File: src/rtl/pcseq_pkg.sv
package pcseq_pkg;

  localparam int OP_W = 6;
  localparam int FN_W = 6;

  localparam logic [OP_W-1:0] OPC_REG  = 6'd0;
  localparam logic [OP_W-1:0] OPC_JMP  = 6'd2;
  localparam logic [OP_W-1:0] OPC_CALL = 6'd3;
  localparam logic [OP_W-1:0] OPC_BEQ  = 6'd4;
  localparam logic [OP_W-1:0] OPC_BNE  = 6'd5;
  localparam logic [FN_W-1:0] FN_RJMP  = 6'd8;

  typedef enum logic [1:0] {
    SEL_SEQ = 2'd0,
    SEL_BR  = 2'd1,
    SEL_ABS = 2'd2,
    SEL_REG = 2'd3
  } nsel_t;

  typedef struct packed {
    logic br_eq;
    logic br_ne;
    logic jmp;
    logic call;
    logic rjmp;
  } flow_t;

endpackage

File: src/rtl/pcseq_rst_sync.sv
module pcseq_rst_sync #(
  parameter int STAGES = 2
) (
  input  logic clk,
  input  logic rst_n,
  output logic rst_sync_n
);

  logic [STAGES-1:0] chain_q;
  logic [STAGES-1:0] chain_d;

  always_comb begin
    chain_d = {chain_q[STAGES-2:0], 1'b1};
  end

  always_ff @(posedge clk or negedge rst_n) begin
    if (!rst_n) chain_q <= '0;
    else        chain_q <= chain_d;
  end

  assign rst_sync_n = chain_q[STAGES-1];

endmodule

File: src/rtl/pcseq_decode.sv
module pcseq_decode
  import pcseq_pkg::*;
(
  input  logic [OP_W-1:0] opcode,
  input  logic [FN_W-1:0] funct,
  output flow_t           flow
);

  always_comb begin
    flow = '0;
    unique case (opcode)
      OPC_BEQ:  flow.br_eq = 1'b1;
      OPC_BNE:  flow.br_ne = 1'b1;
      OPC_JMP:  flow.jmp   = 1'b1;
      OPC_CALL: flow.call  = 1'b1;
      OPC_REG:  flow.rjmp  = (funct == FN_RJMP);
      default:  flow = '0;
    endcase
  end

endmodule

File: src/rtl/pcseq_targets.sv
module pcseq_targets #(
  parameter int ADDR_W  = 32,
  parameter int IMM_W   = 16,
  parameter int JFLD_W  = 26
) (
  input  logic [ADDR_W-1:0] pc_inc,
  input  logic [IMM_W-1:0]  imm,
  input  logic [JFLD_W-1:0] jfield,
  output logic [ADDR_W-1:0] br_target,
  output logic [ADDR_W-1:0] abs_target
);

  localparam int SHIFT    = 2;
  localparam int EXT_W    = ADDR_W - IMM_W - SHIFT;
  localparam int REGION_W = ADDR_W - JFLD_W - SHIFT;

  logic [ADDR_W-1:0] br_disp;

  always_comb begin
    br_disp    = {{EXT_W{imm[IMM_W-1]}}, imm, {SHIFT{1'b0}}};
    br_target  = pc_inc + br_disp;
    abs_target = {pc_inc[ADDR_W-1 -: REGION_W], jfield, {SHIFT{1'b0}}};
  end

endmodule

File: src/rtl/pcseq_select.sv
module pcseq_select
  import pcseq_pkg::*;
#(
  parameter int ADDR_W   = 32,
  parameter int REGIDX_W = 5,
  parameter int LINK_REG = 31
) (
  input  logic                en,
  input  flow_t               flow,
  input  logic [ADDR_W-1:0]   rs_val,
  input  logic [ADDR_W-1:0]   rt_val,
  input  logic [ADDR_W-1:0]   pc_inc,
  input  logic [ADDR_W-1:0]   br_target,
  input  logic [ADDR_W-1:0]   abs_target,
  output nsel_t               sel,
  output logic [ADDR_W-1:0]   next_addr,
  output logic                link_we,
  output logic [REGIDX_W-1:0] link_addr,
  output logic [ADDR_W-1:0]   link_data
);

  logic same;
  logic taken;

  always_comb begin
    same  = (rs_val == rt_val);
    taken = (flow.br_eq && same) || (flow.br_ne && !same);
    if (flow.rjmp)                 sel = SEL_REG;
    else if (flow.jmp || flow.call) sel = SEL_ABS;
    else if (taken)                sel = SEL_BR;
    else                           sel = SEL_SEQ;
  end

  always_comb begin
    unique case (sel)
      SEL_BR:  next_addr = br_target;
      SEL_ABS: next_addr = abs_target;
      SEL_REG: next_addr = rs_val;
      default: next_addr = pc_inc;
    endcase
  end

  always_comb begin
    link_we   = flow.call && en;
    link_addr = link_we ? REGIDX_W'(LINK_REG) : '0;
    link_data = link_we ? pc_inc : '0;
  end

endmodule

File: src/rtl/pc_sequencer.sv
module pc_sequencer
  import pcseq_pkg::*;
#(
  parameter int          ADDR_W    = 32,
  parameter int          REGIDX_W  = 5,
  parameter int          LINK_REG  = 31,
  parameter int          SYNC_STG  = 2,
  parameter logic [31:0] RESET_VEC = 32'h0040_0000
) (
  input  logic                clk,
  input  logic                rst_n,
  input  logic                en,
  input  logic [31:0]         instr,
  input  logic [ADDR_W-1:0]   rs_val,
  input  logic [ADDR_W-1:0]   rt_val,
  output logic [ADDR_W-1:0]   pc,
  output logic [ADDR_W-1:0]   next_pc,
  output logic                link_we,
  output logic [REGIDX_W-1:0] link_addr,
  output logic [ADDR_W-1:0]   link_data
);

  localparam int IMM_W  = 16;
  localparam int JFLD_W = 26;
  localparam logic [ADDR_W-1:0] STEP = ADDR_W'(4);

  logic              rst_int_n;
  logic [ADDR_W-1:0] pc_q;
  logic [ADDR_W-1:0] pc_d;
  logic [ADDR_W-1:0] pc_inc;
  logic [ADDR_W-1:0] br_target;
  logic [ADDR_W-1:0] abs_target;
  flow_t             flow;
  nsel_t             sel;

  pcseq_rst_sync #(.STAGES(SYNC_STG)) u_rst (
    .clk        (clk),
    .rst_n      (rst_n),
    .rst_sync_n (rst_int_n)
  );

  pcseq_decode u_dec (
    .opcode (instr[31:26]),
    .funct  (instr[5:0]),
    .flow   (flow)
  );

  always_comb pc_inc = pc_q + STEP;

  pcseq_targets #(
    .ADDR_W (ADDR_W),
    .IMM_W  (IMM_W),
    .JFLD_W (JFLD_W)
  ) u_tgt (
    .pc_inc     (pc_inc),
    .imm        (instr[IMM_W-1:0]),
    .jfield     (instr[JFLD_W-1:0]),
    .br_target  (br_target),
    .abs_target (abs_target)
  );

  pcseq_select #(
    .ADDR_W   (ADDR_W),
    .REGIDX_W (REGIDX_W),
    .LINK_REG (LINK_REG)
  ) u_sel (
    .en         (en),
    .flow       (flow),
    .rs_val     (rs_val),
    .rt_val     (rt_val),
    .pc_inc     (pc_inc),
    .br_target  (br_target),
    .abs_target (abs_target),
    .sel        (sel),
    .next_addr  (pc_d),
    .link_we    (link_we),
    .link_addr  (link_addr),
    .link_data  (link_data)
  );

  always_ff @(posedge clk or negedge rst_int_n) begin
    if (!rst_int_n)  pc_q <= ADDR_W'(RESET_VEC);
    else if (en)     pc_q <= pc_d;
  end

  assign pc      = pc_q;
  assign next_pc = pc_d;


  pc_load_chk: assert property (@(posedge clk) disable iff (!rst_int_n)
    (en && rst_int_n) |=> (pc == $past(next_pc)));


  pc_hold_chk: assert property (@(posedge clk) disable iff (!rst_int_n)
    (!en) |=> $stable(pc));


  no_link_idle_chk: assert property (@(posedge clk) disable iff (!rst_int_n)
    (!en) |-> !link_we);


  link_data_chk: assert property (@(posedge clk) disable iff (!rst_int_n)
    link_we |-> (link_addr == REGIDX_W'(LINK_REG) && link_data == pc + STEP));


  seq_step_chk: assert property (@(posedge clk) disable iff (!rst_int_n)
    (sel == SEL_SEQ) |-> (next_pc == pc + STEP));


  reg_jump_chk: assert property (@(posedge clk) disable iff (!rst_int_n)
    (sel == SEL_REG) |-> (next_pc == rs_val));


  br_align_chk: assert property (@(posedge clk) disable iff (!rst_int_n)
    (sel == SEL_BR) |-> (next_pc[1:0] == pc[1:0]));


  beq_taken_chk: assert property (@(posedge clk) disable iff (!rst_int_n)
    (flow.br_eq && rs_val == rt_val) |-> (sel == SEL_BR));


  bne_taken_chk: assert property (@(posedge clk) disable iff (!rst_int_n)
    (flow.br_ne && rs_val != rt_val) |-> (sel == SEL_BR));


  abs_region_chk: assert property (@(posedge clk) disable iff (!rst_int_n)
    (sel == SEL_ABS) |-> (next_pc[31:28] == pc_inc[31:28] && next_pc[1:0] == 2'b00));

endmodule

File: config.mk
export PLATFORM = sky130hd
export DESIGN_NAME = pc_sequencer
export DESIGN_NICKNAME = d
export VERILOG_FILES = /design/src/rtl/pcseq_pkg.sv /design/src/rtl/pcseq_rst_sync.sv /design/src/rtl/pcseq_decode.sv /design/src/rtl/pcseq_targets.sv /design/src/rtl/pcseq_select.sv /design/src/rtl/pc_sequencer.sv
export SDC_FILE = /design/constraint.sdc
export NUM_CORES = 1
export LEC_CHECK = 0
export BUFFER_PORTS_ARGS = -buffer_cell sky130_fd_sc_hd__buf_2
export CAP_MARGIN = 40
export CELL_PAD_IN_SITES_DETAIL_PLACEMENT = 0
export CELL_PAD_IN_SITES_GLOBAL_PLACEMENT = 2
export CORE_MARGIN = 2
export CORE_UTILIZATION = 25
export CTS_BUF_LIST = sky130_fd_sc_hd__clkbuf_4 sky130_fd_sc_hd__clkbuf_8
export CTS_CLUSTER_SIZE = 16
export DETAILED_ROUTE_END_ITERATION = 16
export MAX_ROUTING_LAYER = met4
export PLACE_DENSITY = 0.83
export SLEW_MARGIN = 15
export SYNTH_ARGS = -nofsm -noshare
export SYNTH_HDL_FRONTEND = slang
export SYNTH_SLANG_ARGS = --single-unit
File: constraint.sdc
create_clock -name clk -period 7.2 [get_ports clk]
set_clock_uncertainty 0.05 [all_clocks]
set_input_delay 2.16 -clock clk [delete_from_list [all_inputs] [get_ports clk]]
set_output_delay 2.16 -clock clk [all_outputs]
set_load 0.005 [all_outputs]
==> reports/qor.txt <==
Final Hold Fails: 0
most common flop cell mapped by yosys: dfrtp_1
Rel. slew slack: 51.27%
drt via density: 4.949
Starting Density: 25.43%
Area Growth Syn to Fin: 31.02%
crit path launch: instr[0]
worst hold path class: reg -> async
Max Buffers Root-to-Sink: 2
Port Buffers: 200
post-synth cell types: 63
antenna-violating nets left: 0
DR vias: 5578
crit path time final: 7.041 ns
Synth async-reset ratio: 100.0%
Fmax: 0.1420 GHz
root buffer cell: clkbuf_8
synth warn: 0
final setup vio count: 0
pins over their slew limit: 0
initial DRC count: 370
Setup crit end kind: output pin
EDFF count, synth: 0
largest net degree at the start of global routing: 43
row cnt: 51
final worst slack: 0.1590 ns
Final GP Congestion: 0.9006
Placeable Area: 19460 µm²
VDD IR max: 117.4 µV
TritonCTS buffer count: 5
worst endpoint required time: 4.99 ns
LEAKAGE: 3.159 nW
Worst EP arrival: 4.83 ns
DR WL/cell: 19.30 µm
dpl ws: 0.04965 ns
Netlist Area Pre-Place: 4950 µm²
area post-placement: 6366 µm²
layout cell share with drive strength beyond 1: 32.40%
Tcrit/Tclk final: 97.79%
htree depth: 2
syn avg cell area: 7.522 µm²
CTS Hold Bufs: 0
RSZ-0062 raised after global routing: no
tightest hold margin: 0.2500 ns
clock tree sinks: 34
setup bufs post-CTS: 0
vias in the first global route: 5342
worst reg-to-reg path cell count: 15
worst skew pair latency: 0.31 ns
Cells after Synth: 658
sequential area share after synthesis: 17.21%
status: finished clean
Pwr Density: 318.8 nW/µm²
Die ar.: 20940 µm²
global-route usage over all layers: 21.15%
first-pass GRT wire length: 32020 µm
Worst Max-Slew Pin Slew: 0.7255 ns
RR Startpoint: pc[8]
Post-CTS Resized: 0
io pins: 201
Setup TNS Final: 0 ns
fin nets: 995
die height: 144.7 µm
CP max FO: 3
CTS clk-pin slew, worst paths: 0.08 ns
# DRC: 0
Total Wirelength: 21750 µm
gr ovfl total: 0
final core utilization: 33.32%
#FFs+latches synth: 34
max_cap viols: 0
crit path launch type: primary input
DR pass1 iterations: 4
Final HPWL DP: 18040 µm
CTS tree: yes
kind of critical path: in -> out
post-route cell area: 6485 µm²
die width: 144.7 µm
initial antenna violation count: 1
Syn Nets: 792
cell usage after synthesis, types with 3 or more instances:
cell / instances / area (µm²)
nor2_1: 68 / 255.2
a21oi_1: 61 / 305.3
nand2_1: 60 / 225.2
xor2_1: 57 / 499.2
ha_1: 34 / 425.4
dfrtp_1: 33 / 825.8
inv_1: 31 / 116.4
xnor2_1: 28 / 245.2
o21ai_0: 26 / 130.1
mux2_2: 23 / 259.0
and2_1: 21 / 131.4
clkbuf_1: 21 / 78.83
a22oi_1: 19 / 142.6
a31oi_1: 17 / 106.4
a21o_1: 15 / 112.6
nand3_1: 14 / 70.07
nand4_1: 12 / 75.07
nor4_1: 11 / 68.82
nor3_1: 8 / 40.04
o21a_1: 8 / 60.06
and3_1: 7 / 43.79
buf_4: 7 / 52.55
nand2b_1: 6 / 37.54
mux2i_1: 5 / 50.05
a22o_1: 4 / 35.03
a211oi_1: 3 / 22.52
o211ai_1: 3 / 22.52
o21bai_1: 3 / 22.52
o31ai_1: 3 / 22.52
or2_2: 3 / 18.77
critical path, stage by stage:
cell and delay (ns):
buf_2 0.11, ha_1 0.17, inv_1 0.06, fa_2 0.36, nor2b_2 0.15, o2111ai_2 0.13, a2111o_1 0.42, a31o_4 0.27
a21oi_2 0.18, o41a_1 0.24, nor2_1 0.07, xor2_1 0.16, mux2i_1 0.18, buf_2 0.14
cells by family after synthesis:
group,after synthesis,share of synthesized area (%)
AO/OA/AOI/OAI,189,24.80
XOR/XNOR,85,15.04
adder cells (fa/ha/maj),35,8.999
buffers and inverters,65,5.814
flip-flops,34,17.21
multiplexers,29,6.547
other,1,0.07576
AND/OR/NAND/NOR,220,21.51
placed cells by master (no fill, tap or decap), types with 4 or more instances in the layout:
cell type,synthesis,final
a21oi_1,61,61
nor3_1,8,8
xor2_1,57,57
a31oi_1,17,17
inv_1,31,31
nand4_1,12,12
a21o_1,15,15
a22oi_1,19,19
buf_4,7,28
o21a_1,8,8
clkbuf_8,0,5
buf_2,2,200
and2_1,21,21
nand2b_1,6,6
ha_1,34,34
dfrtp_1,33,33
mux2_2,23,23
a22o_1,4,4
o21ai_0,26,25
nor4_1,11,10
nand3_1,14,14
xnor2_1,28,28
nor2_1,68,68
mux2i_1,5,5
nand2_1,60,60
and3_1,7,7
per-stage QoR:
stage | power, mW | std cells
floorplan | 1.354 | 658
global placement | 1.887 | 1118
detailed placement | 1.878 | 1119
CTS | 2.057 | 1126
global route | 2.274 | 1127
finish | 2.067 | 1127
report_power, final:
part	switching, mW	internal, mW	leakage [nW]
Clock	0.0884	0.0746	0.0452
Sequential	0.121	0.266	0.403
Combinational	0.848	0.669	2.71
Total	1.06	1.01	3.16
per-layer routing:
metal | part of all wire (%) | track usage, %
met4 | 2.0 | 4.905
met5 | 0 | -
met3 | 4.5 | 2.830
met1 | 48 | 28.21
met2 | 46 | 34.22
final cells by class:
class | count | area, µm²
Antenna cell | 1 | 2.502
Clock buffer | 7 | 83.83
Fill cell | 2137 | 12980
Inverter | 31 | 116.4
Multi-Input combinational cell | 559 | 3856
Sequential cell | 34 | 852.1
Tap cell | 265 | 331.6
Timing Repair Buffer | 230 | 1242
final timing paths:
path / endpoint / slack (ns)
max reg2reg: pc[30] / 2.69
min reg2reg: pc[12] / 0.25
max: next_pc[26] / 0.16
min: pc[12] / 0.25
max in group asynchronous: u_rst.chain_q[0] / 5.45
min in group clk: u_rst.chain_q[1] / 0.31
flip-flops by register name, summed over array words and instances (netlist names):
name / flops
pc: 32
u_rst.chain_q: 2
Note: power is estimated with default switching activity, not from simulation.
